`src/rtl/fde_pkg.sv`:
```
package fde_pkg;

   localparam int OPC_W = 3;

   localparam logic [OPC_W-1:0] OPC_LOAD  = 3'b010;
   localparam logic [OPC_W-1:0] OPC_STORE = 3'b011;
   localparam logic [OPC_W-1:0] OPC_SUB   = 3'b101;
   localparam logic [OPC_W-1:0] OPC_JE    = 3'b110;
   localparam logic [OPC_W-1:0] OPC_STOP  = 3'b111;

   typedef enum logic [1:0] {
      ST_FETCH  = 2'd0,
      ST_DECODE = 2'd1,
      ST_EXEC   = 2'd2,
      ST_HALT   = 2'd3
   } fde_state_t;

   typedef enum logic [2:0] {
      K_LOAD  = 3'd0,
      K_STORE = 3'd1,
      K_SUB   = 3'd2,
      K_JE    = 3'd3,
      K_STOP  = 3'd4,
      K_BAD   = 3'd5
   } fde_kind_t;

endpackage

```
`src/rtl/fde_mem.sv`:
```
module fde_mem #(
   parameter int DATA_W = 9,
   parameter int ADDR_W = 5
) (
   input  logic              clk,
   input  logic              rst_n,
   input  logic              en,
   input  logic              we,
   input  logic [ADDR_W-1:0] addr,
   input  logic [DATA_W-1:0] wdata,
   output logic [DATA_W-1:0] rdata
);
   localparam int DEPTH = 1 << ADDR_W;

   initial begin : chk_depth
      assert (DEPTH <= 4096) else $fatal(1, "fde_mem: depth too large");
   end

   logic [DATA_W-1:0] words [DEPTH];

   // Read-before-write single port; array itself carries no reset.
   always_ff @(posedge clk) begin
      if (en && we) words[addr] <= wdata;
   end

   always_ff @(posedge clk) begin
      if (!rst_n)  rdata <= '0;
      else if (en) rdata <= words[addr];
   end

endmodule

```
`src/rtl/fde_decode.sv`:
```
module fde_decode
   import fde_pkg::*;
#(
   parameter int DATA_W = 9,
   parameter int ADDR_W = 5,
   parameter int SEL_W  = 1
) (
   input  logic [DATA_W-1:0] instr,
   output fde_kind_t         kind,
   output logic [SEL_W-1:0]  rsel,
   output logic [ADDR_W-1:0] opnd
);
   localparam int OPC_LSB = DATA_W - OPC_W;

   initial begin : chk_fields
      assert (OPC_W + SEL_W + ADDR_W <= DATA_W)
         else $fatal(1, "fde_decode: fields exceed word width");
   end

   logic [OPC_W-1:0] opc;

   assign opc  = instr[DATA_W-1 -: OPC_W];
   assign rsel = instr[OPC_LSB-1 -: SEL_W];
   assign opnd = instr[ADDR_W-1:0];

   always_comb begin
      unique case (opc)
         OPC_LOAD:  kind = K_LOAD;
         OPC_STORE: kind = K_STORE;
         OPC_SUB:   kind = K_SUB;
         OPC_JE:    kind = K_JE;
         OPC_STOP:  kind = K_STOP;
         default:   kind = K_BAD;
      endcase
   end

endmodule

```
`src/rtl/fde_regbank.sv`:
```
module fde_regbank #(
   parameter int W     = 9,
   parameter int SEL_W = 1
) (
   input  logic             clk,
   input  logic             rst_n,
   input  logic             we,
   input  logic [SEL_W-1:0] wsel,
   input  logic [W-1:0]     wdata,
   input  logic [SEL_W-1:0] rsel,
   output logic [W-1:0]     rdata,
   output logic [W-1:0]     a_q,
   output logic [W-1:0]     b_q
);
   localparam int NUM = 1 << SEL_W;

   initial begin : chk_num
      assert (NUM >= 2) else $fatal(1, "fde_regbank: need at least two registers");
   end

   logic [NUM-1:0][W-1:0] regs;

   for (genvar g = 0; g < NUM; g++) begin : g_reg
      logic [W-1:0] q;
      always_ff @(posedge clk) begin
         if (!rst_n)                          q <= '0;
         else if (we && (wsel == SEL_W'(g))) q <= wdata;
      end
      assign regs[g] = q;
   end

   assign rdata = regs[rsel];
   assign a_q   = regs[0];
   assign b_q   = regs[1];

endmodule

```
`src/rtl/fde_sub.sv`:
```
module fde_sub #(
   parameter int W        = 9,
   parameter bit SATURATE = 1'b1
) (
   input  logic [W-1:0] a,
   input  logic [W-1:0] b,
   output logic [W-1:0] res,
   output logic         under
);
   logic [W-1:0] diff;

   assign under = (a < b);
   assign diff  = a - b;

   if (SATURATE) begin : g_sat
      assign res = under ? '0 : diff;
   end else begin : g_wrap
      assign res = diff;
   end

endmodule

```
`src/rtl/fde_core.sv`:
```
module fde_core
   import fde_pkg::*;
#(
   parameter int DATA_W   = 9,
   parameter int ADDR_W   = 5,
   parameter int SEL_W    = 1,
   parameter bit SATURATE = 1'b1
) (
   input  logic              clk,
   input  logic              rst_n,
   input  logic              run,
   output logic              halted,
   output logic              illegal,
   input  logic              bd_en,
   input  logic              bd_we,
   input  logic [ADDR_W-1:0] bd_addr,
   input  logic [DATA_W-1:0] bd_wdata,
   output logic [DATA_W-1:0] bd_rdata
);
   initial begin : chk_params
      assert (DATA_W >= OPC_W + SEL_W + ADDR_W) else $fatal(1, "fde_core: word too narrow");
      assert (ADDR_W >= 1) else $fatal(1, "fde_core: address width");
   end

   fde_state_t        state;
   logic [ADDR_W-1:0] pc;
   logic [DATA_W-1:0] ir;
   logic              err;
   logic              ill_q;
   logic              adv;
   logic              in_exec;

   fde_kind_t         kind;
   logic [SEL_W-1:0]  rsel;
   logic [ADDR_W-1:0] opnd;

   logic              m_en, m_we;
   logic [ADDR_W-1:0] m_addr;
   logic [DATA_W-1:0] m_wdata, m_rdata;

   logic              r_we;
   logic [SEL_W-1:0]  r_wsel;
   logic [DATA_W-1:0] r_wdata, r_sel_q, a_val, b_val;

   logic [DATA_W-1:0] sub_res;
   logic              sub_under;

   assign adv     = run && !bd_en && (state != ST_HALT);
   assign in_exec = adv && (state == ST_EXEC);

   fde_decode #(.DATA_W(DATA_W), .ADDR_W(ADDR_W), .SEL_W(SEL_W)) u_dec (
      .instr(ir), .kind(kind), .rsel(rsel), .opnd(opnd)
   );

   // Memory port: backdoor has priority; core addresses by phase.
   always_comb begin
      if (bd_en) begin
         m_addr  = bd_addr;
         m_we    = bd_we;
         m_wdata = bd_wdata;
      end else begin
         unique case (state)
            ST_FETCH:  m_addr = pc;
            ST_DECODE: m_addr = m_rdata[ADDR_W-1:0];
            default:   m_addr = opnd;
         endcase
         m_we    = in_exec && (kind == K_STORE);
         m_wdata = r_sel_q;
      end
   end
   assign m_en = bd_en || adv;

   fde_mem #(.DATA_W(DATA_W), .ADDR_W(ADDR_W)) u_mem (
      .clk(clk), .rst_n(rst_n), .en(m_en), .we(m_we),
      .addr(m_addr), .wdata(m_wdata), .rdata(m_rdata)
   );

   assign r_we    = in_exec && ((kind == K_LOAD) || (kind == K_SUB));
   assign r_wsel  = (kind == K_LOAD) ? rsel : '0;
   assign r_wdata = (kind == K_LOAD) ? m_rdata : sub_res;

   fde_regbank #(.W(DATA_W), .SEL_W(SEL_W)) u_regs (
      .clk(clk), .rst_n(rst_n), .we(r_we), .wsel(r_wsel), .wdata(r_wdata),
      .rsel(rsel), .rdata(r_sel_q), .a_q(a_val), .b_q(b_val)
   );

   fde_sub #(.W(DATA_W), .SATURATE(SATURATE)) u_sub (
      .a(a_val), .b(b_val), .res(sub_res), .under(sub_under)
   );

   // Sequencer
   always_ff @(posedge clk) begin
      if (!rst_n) begin
         state <= ST_FETCH;
         pc    <= '0;
         ir    <= '0;
         err   <= 1'b0;
         ill_q <= 1'b0;
      end else if (adv) begin
         unique case (state)
            ST_FETCH:  state <= ST_DECODE;
            ST_DECODE: begin
               ir    <= m_rdata;
               state <= ST_EXEC;
            end
            ST_EXEC: begin
               err <= (kind == K_SUB) ? sub_under : 1'b0;
               unique case (kind)
                  K_STOP: state <= ST_HALT;
                  K_BAD: begin
                     state <= ST_HALT;
                     ill_q <= 1'b1;
                  end
                  K_JE: begin
                     pc    <= err ? opnd : pc + ADDR_W'(1);
                     state <= ST_FETCH;
                  end
                  default: begin
                     pc    <= pc + ADDR_W'(1);
                     state <= ST_FETCH;
                  end
               endcase
            end
            default: state <= ST_HALT;
         endcase
      end
   end

   assign halted   = (state == ST_HALT);
   assign illegal  = ill_q;
   assign bd_rdata = m_rdata;

   // Checks next to the sequencer
   AST_HALT_HOLDS: assert property (@(posedge clk) disable iff (!rst_n)
      halted |=> halted);
   AST_ILLEGAL_HALTS: assert property (@(posedge clk) disable iff (!rst_n)
      illegal |-> halted);
   AST_FLAG_CLEARED: assert property (@(posedge clk) disable iff (!rst_n)
      (in_exec && (kind != K_SUB)) |=> !err);
   AST_SUB_SATURATES: assert property (@(posedge clk) disable iff (!rst_n)
      (in_exec && (kind == K_SUB) && (a_val < b_val)) |=> ((a_val == '0) && err));
   AST_JE_TAKEN: assert property (@(posedge clk) disable iff (!rst_n)
      (in_exec && (kind == K_JE) && err) |=> (pc == $past(opnd)));
   AST_PC_STEP: assert property (@(posedge clk) disable iff (!rst_n)
      (in_exec && ((kind == K_LOAD) || (kind == K_STORE) || (kind == K_SUB)))
      |=> (pc == $past(pc) + ADDR_W'(1)));
   AST_STALL_HOLDS: assert property (@(posedge clk) disable iff (!rst_n)
      (!adv && !halted) |=> $stable(state));

endmodule

```
`config.mk`:
```
export PLATFORM = sky130hd
export DESIGN_NAME = fde_core
export DESIGN_NICKNAME = d
export VERILOG_FILES = /design/src/rtl/fde_pkg.sv /design/src/rtl/fde_mem.sv /design/src/rtl/fde_decode.sv /design/src/rtl/fde_regbank.sv /design/src/rtl/fde_sub.sv /design/src/rtl/fde_core.sv
export SDC_FILE = /design/constraint.sdc
export NUM_CORES = 1
export LEC_CHECK = 0
export ABC_AREA = 1
export BUFFER_PORTS_ARGS = -buffer_cell sky130_fd_sc_hd__buf_2
export CORE_MARGIN = 2
export CORE_UTILIZATION = 35
export CTS_CLUSTER_SIZE = 14
export DETAILED_ROUTE_END_ITERATION = 7
export GPL_ROUTABILITY_DRIVEN = 0
export PLACE_DENSITY = 0.5
export SYNTH_ARGS = -nofsm -noshare
export SYNTH_HDL_FRONTEND = slang
export SYNTH_SLANG_ARGS = --single-unit
```
`constraint.sdc`:
```
create_clock -name clk -period 3.2 [get_ports clk]
set_clock_uncertainty 0.2 [all_clocks]
set_input_delay 0.8 -clock clk [delete_from_list [all_inputs] [get_ports clk]]
set_output_delay 0.8 -clock clk [all_outputs]
set_load 0.02 [all_outputs]
```
# --- Word-level counts from Yosys, hierarchy flattened ---
# Memories as Yosys holds them, arrays and structs flattened. A register that Yosys moved wholly into a read port is not among the register bits.
# Cells that the tools add are included.
# Widths: inputs -> output; s select.
totals:
  ff_bits: 36
  mem_bits_rw: 288
  inputBits: 19
  wordCells: 64
  n_memories: 1
memory_table:
  columns: ["name", "words", "word_bits", "read_ports", "rd_ports_with_merged_regs", "wr", "line", "source"]
  rows:
  - ["u_mem.words", 32, 9, 1, 1, 1, "fde_mem.sv:19", "logic [DATA_W-1:0] words [DEPTH];"]
classes:
  add_sub_neg: 2
  n_lt_le_gt_ge: 2
  n_eq_ne: 14
  mux: 17
  n_bitwise: 2
  reduce_logical: 19
ops:
  columns: ["cell", "n"]
  rows:
  - ["$mux 9", 5]
  - ["$pmux 5 s2", 2]
  - ["$eq 3x3->1 const B", 5]
  - ["$pmux 3 s5", 1]
  - ["$eq 3x2->1 const B", 4]
  - ["$mux 5", 2]
  - ["$lt 9x9->1", 1]
  - ["$sub 9x9->9", 1]
  - ["$logic_and 1x1->1", 8]
  - ["$pmux 2 s3", 1]
  - ["$reduce_and 3->1", 2]
  - ["$add 5x1->5 const B", 1]
  - ["$mux 1", 5]
  - ["$eq 2x2->1 const B", 2]
  - ["$reduce_and 2->1", 2]
  - ["$eq 3x1->1 const B", 1]
  - ["$logic_not 3->1", 1]
  - ["$eq 2x1->1 const B", 1]
  - ["$logic_not 1->1", 2]
  - ["$logic_not 2->1", 1]
  - ["$logic_or 1x1->1", 2]
  - ["$lt 1x2->1 const B", 1]
  - ["$mux 2", 1]
  - ["$ne 2x2->1 const B", 1]
  - ["2 further kinds", 3]

# --- Depth between registers and ports, before layout ---
# Gate-level depths: netlist (run 1).
logic_depth:
  depth_word: 9
  ltp_mapped: 17
  depth_no_buf: 17

# --- Modules after synthesis ---
# Synthesis (run 1) repeated with hierarchy kept, for this count alone.
unflattened:
  cells_unflattened: 1653
  hier_area_um2: 15268.4
by_module_without_submodules:
  columns: ["module", "n_inst", "cells_each", "area_each_um2", "seq_area_each_um2"]
  rows:
  - ["fde_mem", 1, 1189, 12430.7, 8828.5]
  - ["fde_core", 1, 210, 1332.5, 360.3]
  - ["fde_regbank", 1, 127, 834.6, 360.3]
  - ["fde_sub", 1, 110, 571.8, 0.0]
  - ["fde_decode", 1, 17, 98.8, 0.0]

# --- Worst setup path before layout (run 1) ---
# No wires, ideal clock.
synth_path:
  path_kind: "input to register"
  start: "input bd_en"
  end: "memory u_mem.words[10][0], enable pin"
  setup_ns: 0.374
  arrival_time_ns: 2.392
  required_time_ns: 2.626
  slack_ns: 0.234
  path_stages: 8
  path_buffers: 3
  cell_sequence: "buf_2 > a21oi_1 > nand3_1 > nand2_1 > buf_2 > buf_1 > nand3_1 > nor2_1"
synth_between:
  elab_chain_cells: 9
synth_rtl:
  columns: ["element", "line", "source"]
  rows:
  - ["start: declaration", "fde_core.sv:14", "input logic bd_en,"]
  - ["$logic_not 1->1", "fde_core.sv:48", "assign adv = run && !bd_en && (state != ST_HALT);"]
  - ["$logic_and 1x1->1 (2 in series)", "fde_core.sv:48", null]
  - ["$logic_and 1x1->1", "fde_core.sv:49", "assign in_exec = adv && (state == ST_EXEC);"]
  - ["$logic_and 1x1->1", "fde_core.sv:67", "m_we = in_exec && (kind == K_STORE);"]
  - ["$mux 1", "fde_core.sv:57", "if (bd_en) begin"]
  - ["$logic_and 1x1->1", "fde_mem.sv:23", "if (en && we) words[addr] <= wdata;"]
  - ["$mux 1", "fde_mem.sv:23", null]
  - ["$mux 1 (implied by the code)", "fde_mem.sv:23", null]
  - ["end: declaration", "fde_mem.sv:19", null]
# Parallel ways exist; a longest one is shown, timed or not.

# --- Worst setup path after layout (run 1) ---
layout_path:
  start: "register state[1]"
  end: "register u_mem.rdata[7], read port of u_mem.words"
layout_between:
  elab_chain_cells: 3
layout_rtl:
  columns: ["element", "line", "source"]
  rows:
  - ["start: declaration", "fde_core.sv:25", "fde_state_t state;"]
  - ["start signal: assignment", "fde_core.sv:94", "state <= ST_FETCH;"]
  - ["start signal: assignment", "fde_core.sv:101", "ST_FETCH: state <= ST_DECODE;"]
  - ["start signal: assignment", "fde_core.sv:104", "state <= ST_EXEC;"]
  - ["$eq 2x1->1 (tied with other cells)", "fde_core.sv:62", "unique case (state)"]
  - ["$pmux 5 s2 or $logic_and 1x1->1 (tied branches)", "fde_core.sv:62, fde_core.sv:48", null]
  - ["$mux 5 or $logic_or 1x1->1 (tied branches)", "fde_core.sv:57, fde_core.sv:71", null]
  - ["end: declaration", "fde_mem.sv:11", "output logic [DATA_W-1:0] rdata"]
# Parallel ways exist; a longest one is shown, timed or not.
# A chain may end at the register's enable or synchronous reset.

==> results of run 1 <==
[per-stage QoR]
stage | area, sq um | worst slack [ns]
global route | 17500 | 0.247
floorplan | 15000 | 0.234
detailed placement | 16400 | 0.116
global placement | 16400 | 0.167
CTS | 17500 | 0.436
finish | 17500 | 0.458
[cell usage after synthesis (2+ instances only)]
cell type,number
a31oi_1,7
buf_1,5
o211ai_1,7
nand2_2,3
nand4_1,2
ha_1,10
inv_2,11
clkbuf_1,26
nand3_1,154
o21ai_0,39
xor2_1,3
o21ai_1,3
o31a_1,2
inv_1,84
dfxtp_1,45
nor2_1,86
nor3_1,2
nor2_4,4
a21oi_1,62
o22ai_1,2
nand2_1,697
buf_4,3
edfxtp_1,288
a221oi_1,2
nor2_2,8
buf_2,38
[how the worst min path moves through the flow]
stage | startpoint | endpoint | slack, ns | cells past startpoint
after floorplan | ir[0] | ir[0] | 0.24 | 2
after global placement | ir[2] | ir[2] | 0.26 | 2
after detailed placement | err | err | 0.26 | 2
after CTS | ir[2] | ir[2] | 0.27 | 2
after global routing | ir[2] | ir[2] | 0.30 | 2
final | ir[2] | ir[2] | 0.28 | 2
[worst reg2reg max path, cell delays in order (launching register included)]
cell	delay, ns
dfxtp_1	0.60
inv_2	0.08
nand3b_1	0.17
nand3_4	0.19
nand2_4	0.18
buf_12	0.22
buf_4	0.28
nand2_1	0.08
nand2_1	0.06
nand2_1	0.06
a21oi_1	0.26
nor2_1	0.10
nand3_1	0.11
nand2_1	0.06
inv_1	0.05
[sequential cells by signal, summed over array words and instances (netlist names)]
register	flops
u_mem.words	288
illegal	1
u_regs.b_q	9
err	1
u_regs.a_q	9
state	2
pc	5
u_mem.rdata	9
ir	9
[area by class of cell]
cell class,instances,area share
Clock inverter,17,0.00927
Inverter,96,0.0205
Tap cell,539,0.0384
Clock buffer,51,0.0582
Multi-Input combinational cell,1099,0.277
Timing Repair Buffer,111,0.0519
Sequential cell,333,0.544
[logic make-up after synthesis]
| logic type | Yosys count | share of synthesized area |
|---|---|---|
| buffers and inverters | 169 | 0.0467 |
| DFF | 333 | 0.637 |
| adders and majority gates | 11 | 0.00968 |
| AOI/OAI and AO/OA | 127 | 0.0472 |
| xor gates and xnor gates | 3 | 0.00175 |
| and+or+nand+nor | 958 | 0.258 |
[power groups by stage]
stage	sequential, mW	combinational, mW	clock, mW
global route	4.83	1.33	4.48
CTS	4.82	1.21	4.31
global placement	4.91	1.20	0
finish	4.82	1.19	4.21
detailed placement	4.92	1.20	0
floorplan	4.92	0.704	0
[metal layers]
metal  vias to the layer above  GRT usage  share of wire
met4                         0     0.0651          0.029
li1                       5462          -              -
met3                        65     0.0272          0.048
met5                         -          0              0
met1                      5318      0.266           0.46
met2                       260      0.308           0.46
==> results.json, run 1 <==
{
  "status": "complete, no violations",
  "r2r-start": "state[1]",
  "timing.rr.end": "u_mem.rdata[7]",
  "final-hold-violation-count": 0,
  "synth_area_leaders": "edfxtp_1, nand2_1, dfxtp_1, nand3_1, nor2_1",
  "wl_per_cell_um": 18.7,
  "max_stage_delay_ns": 0.60,
  "nNetsFinal": 1709,
  "grt_pass1_wl_mm": 64.3,
  "drtPass1Iterations": 7,
  "hpwlAfterDp_mm": 26.4,
  "cts.clk_slew.worst_paths_ns": 0.06,
  "yosysTopAreaCellShare": 0.577,
  "grt_use_total": 0.191,
  "p_int_mw": 7.62,
  "multi_input_comb_area_sq_mm": 0.00487,
  "postCtsHoldBufs": 0,
  "drive_gt1_frac": 0.118,
  "synth-edff-count": 288,
  "ys_types": 34,
  "path_common_cell": "nand2_1",
  "grt_pass1_vias": 10900,
  "vdd_ir_drop_max_mv": 0.279,
  "hold_ws_ns": 0.277,
  "reg2regPathDepth": 14,
  "synth_largest_area_cell": "edfxtp_1",
  "place_inst": 2178,
  "power_mw": 10.2,
  "clk_path_buf_depth": 3,
  "min_period_over_period": 0.857,
  "combinationalPowerShare": 0.117,
  "antenna_found_initial": 0,
  "crit_start": "state[1]",
  "power_density_mw_per_mm2": 583,
  "setup_viol": 0,
  "cp-end-kind": "register",
  "ctsRootBufferMaster": "clkbuf_16",
  "drt_wl_total_mm": 41.9,
  "cp-start-kind": "register",
  "final-instance-count-excl-fill": 2246,
  "routed_via_density": 4.94,
  "final_max_slew_viol_count": 0,
  "arrival_ns": 3.02,
  "p_seq_frac": 0.471,
  "swShare": 0.255,
  "die_area_sq_mm": 0.0445,
  "async_flop_share": 0,
  "syn_area_sq_mm": 0.0150,
  "fin_crit_ns": 2.74,
  "ios": 30,
  "die_w_um": 211,
  "syn-num-nets": 1631,
  "worstPathCellList": "inv_2, nand3b_1, nand3_4, nand2_4, buf_12, buf_4, nand2_1, nand2_1, nand2_1, a21oi_1, nor2_1, nand3_1, nand2_1, inv_1",
  "synth-main-ff-cell": "edfxtp_1",
  "power_frac_clock": 0.412,
  "num-fill-cells": 4141,
  "critical_path.top_delay_family": "simple AND/OR/NAND/NOR gates",
  "p_switching_mw": 2.61,
  "ys_warn_count": 0,
  "cp_num_buf_inv": 4,
  "utilization": 0.416,
  "die_y_um": 211,
  "cp_slowest_cell": "dfxtp_1",
  "syn_to_final_growth_pct": 17.0,
  "ff_latch_area_sq_mm": 0.00955,
  "core_area_sq_mm": 0.0421,
  "drt_iter0_drc": 901,
  "r2r_slack_ns": 0.46,
  "critical_path_class": "register to register",
  "clkSinkCount": 333,
  "synth.ff_latch_count": 333,
  "vias": 11100,
  "grt_max_degree": 77,
  "grt-ovfl-total": 0,
  "htree_levels": 2,
  "clk_latency_ns": 0.53,
  "worstMarginPinSlew_ns": 1.17,
  "start_util": 0.356,
  "port_buffers": 29,
  "rsz0062_at_grt": "false",
  "fmax_mhz": 365,
  "required_ns": 3.48,
  "max-slew-margin-rel": 0.218,
  "rows": 75,
  "final_common_cell": "nand2_1",
  "cts_tree": "done",
  "total_leakage_power_nw": 7.35,
  "crit_fanout": 31,
  "tns_ns": 0,
  "syn_inst": 1601,
  "syn_area_per_cell_sq_um": 9.36,
  "cap_violations": 0,
  "ant_nets": 0,
  "cts_buffers": 38,
  "post-cts-setup-buffers": 0,
  "ys_seq_area_frac": 0.637,
  "hold_path.class": "register to register",
  "num_antenna_cells": 0,
  "path_depth": 14,
  "cp-endpoint": "u_mem.rdata[7]",
  "ctsResizeCount": 0,
  "route.detailed.drc": 0,
  "final_cell_mix": "nand2_1, edfxtp_1, nand3_1"
}
(Power assumes the default switching activity.)
==> inputs of run 2 (changes only) <==
SYNTH_HIERARCHICAL = 1   (was default)
==> run 2 against run 1 <==
Sequential power down 0.8%. Non-clock buffer count down 4. Final cell count up 4.2%. Sequential share of layout area down 0.16 points. Combinational power down 35%. Die area up 1.8%. Synthesized cell count up 3.2%. Hold slack worse by 0.030 ns. Global-route usage down 1.0 points. Register-to-register slack worse by 0.09 ns. Via count down 1.8%. Critical path type unchanged.
==> results.json, run 2 <==
{
  "status": "complete, no violations",
  "num_antenna_cells": 0,
  "setup_viol": 0,
  "clkSinkCount": 333,
  "critical_path_class": "register to register",
  "vias": 10900,
  "fmax_mhz": 353,
  "ctsRootBufferMaster": "clkbuf_16",
  "route.detailed.drc": 0,
  "cp-endpoint": "u_mem/rdata[1]",
  "ant_nets": 0,
  "holdPathStages": 2,
  "cap_violations": 0,
  "fin_crit_ns": 2.83,
  "drt_iter0_drc": 903,
  "hpwlAfterDp_mm": 26.3,
  "async_flop_share": 0,
  "synth-edff-count": 288,
  "cts_tree": "done",
  "yosysTopAreaCellShare": 0.566,
  "cts_buffers": 38,
  "ys_types": 42,
  "power_density_mw_per_mm2": 554,
  "final-hold-violation-count": 0,
  "hold_path.class": "register to register",
  "drive_gt1_frac": 0.118,
  "crit_fanout": 26,
  "drtPass1Iterations": 5,
  "ios": 30,
  "ys_warn_count": 6,
  "rsz0062_at_grt": "false",
  "wl_per_cell_um": 17.3,
  "yosysMostFrequentCell": "nand2_1",
  "min_period_over_period": 0.884,
  "p_seq_frac": 0.490,
  "clk_latency_ns": 0.56,
  "core_area_sq_mm": 0.0431,
  "final_cell_mix": "nand2_1, edfxtp_1, nor2_1",
  "reg2regPathDepth": 18,
  "required_ns": 3.44,
  "syn_to_final_growth_pct": 15.2,
  "die_y_um": 213,
  "tns_ns": 0,
  "synthTopCellsByCount": "nand2_1, edfxtp_1, nor2_1",
  "clk_path_buf_depth": 3,
  "setup_ws_ns": 0.371,
  "rows": 76,
  "arrival_ns": 3.07,
  "grt_use_total": 0.181,
  "max-slew-margin-rel": 0.563,
  "r2r-start": "state[1]",
  "drt_wl_total_mm": 40.4,
  "total_leakage_power_nw": 7.38,
  "grt_max_degree": 74,
  "synth-main-ff-cell": "edfxtp_1",
  "dp_worst_setup_slack_ns": 0.0927,
  "power_frac_clock": 0.430,
  "syn_inst": 1653,
  "syn_area_sq_mm": 0.0153,
  "final_common_cell": "nand2_1",
  "worstMarginPinSlew_ns": 0.655,
  "vdd_ir_drop_max_mv": 0.333,
  "postCtsHoldBufs": 0,
  "htree_levels": 2,
  "largest-register": "u_mem/words",
  "largest_reg_flops": 288,
  "syn-num-nets": 1683,
  "synth_largest_area_cell": "edfxtp_1",
  "grt_pass1_wl_mm": 62.2,
  "grt-ovfl-total": 0,
  "cp-end-kind": "register",
  "post-cts-setup-buffers": 0,
  "final_max_slew_viol_count": 0,
  "port_buffers": 29,
  "synth_area_leaders": "edfxtp_1, nand2_1, dfxtp_1, nor2_1, nand3_1",
  "r2r_slack_ns": 0.37,
  "crit_start": "state[1]",
  "swShare": 0.239,
  "ys_seq_area_frac": 0.625,
  "nNetsFinal": 1758,
  "p_switching_mw": 2.33,
  "combinationalPowerShare": 0.079,
  "routed_via_density": 4.66,
  "cp-start-kind": "register",
  "cts.clk_slew.worst_paths_ns": 0.06,
  "antenna_found_initial": 0,
  "synth.ff_latch_count": 333,
  "die_w_um": 213,
  "ctsResizeCount": 0,
  "grt_pass1_vias": 10700,
  "start_util": 0.354,
  "syn_area_per_cell_sq_um": 9.24,
  "timing.rr.end": "u_mem/rdata[1]",
  "p_int_mw": 7.43,
  "die_area_sq_mm": 0.0453
}
run 2: changes by cell type after synthesis, sizes merged, moves of 7 or more:
cell	delta
nor2	+34
nand3	-70
a31oi	-7
inv	+9
clkbuf	-19
nor3	+10
nand2	+103
buf	+18
mux2	+7
a21oi	-36
run 2: through the flow:
step	instance area (sq um)	power [mW]	hold WS (ns)	cells	util
floorplan	15300	5.35	0.220	1653	-
finish	17600	9.76	0.247	2341	0.408
CTS	17600	9.89	0.247	2341	0.408
global route	17600	10.1	0.261	2341	0.408
detailed placement	16400	5.66	0.238	2273	0.381
global placement	16400	5.66	0.241	2273	0.381
run 2: worst min path at each step:
| stage | end | from |
|---|---|---|
| 6_report | illegal | illegal |
| 3_3_place_gp | illegal | illegal |
| 5_1_grt | illegal | illegal |
| 3_5_place_dp | illegal | illegal |
| 2_1_floorplan | ir[3] | ir[3] |
| 4_1_cts | illegal | illegal |
run 2: cell families (layout without fill, tap and decap cells):
| kind of cell | Yosys count | in the layout | share of synthesized area |
|---|---|---|---|
| adder cells (fa/ha/maj) | 11 | 11 | 0.00951 |
| AND/OR/NAND/NOR | 1044 | 1044 | 0.275 |
| multiplexers | 7 | 7 | 0.00516 |
| flip-flops | 333 | 333 | 0.625 |
| buffers and inverters | 178 | 281 | 0.0562 |
| XOR/XNOR | 3 | 3 | 0.00172 |
| AO/OA/AOI/OAI | 77 | 77 | 0.0268 |
run 2: metal layers:
metal  wire [um]  GRT usage
met5           0          0
met4        1130     0.0584
met3        1910     0.0318
met2       18700      0.294
met1       18600      0.247
run 2: critical path: stages (launching register included):
cell and delay, ns:
dfxtp_1 0.41, nor2_1 0.28, nand2_1 0.10, nand3_1 0.09, o21ai_0 0.10, buf_4 0.16
inv_4 0.13, inv_4 0.16, buf_12 0.21, nand2_1 0.06, nand2_1 0.06, nand2_1 0.06
nand2_1 0.05, nand2_1 0.05, nand2_1 0.11, nor2_1 0.25, nand3_1 0.10, nand2_1 0.08
inv_1 0.04
run 2: power by group through the flow:
stage	logic (mW)	registers (mW)	clock network, mW
floorplan	0.482	4.87	0
global route	0.863	4.79	4.47
finish	0.773	4.78	4.20
global placement	0.783	4.88	0
CTS	0.786	4.78	4.32
detailed placement	0.784	4.88	0
run 2: cell type report:
class | count | area (sq um)
Sequential cell | 333 | 9550
Clock inverter | 18 | 184
Timing Repair Buffer | 107 | 856
Multi-Input combinational cell | 1142 | 4870
Tap cell | 585 | 732
Clock buffer | 50 | 1010
Inverter | 106 | 403
Fill cell | 4265 | 25500
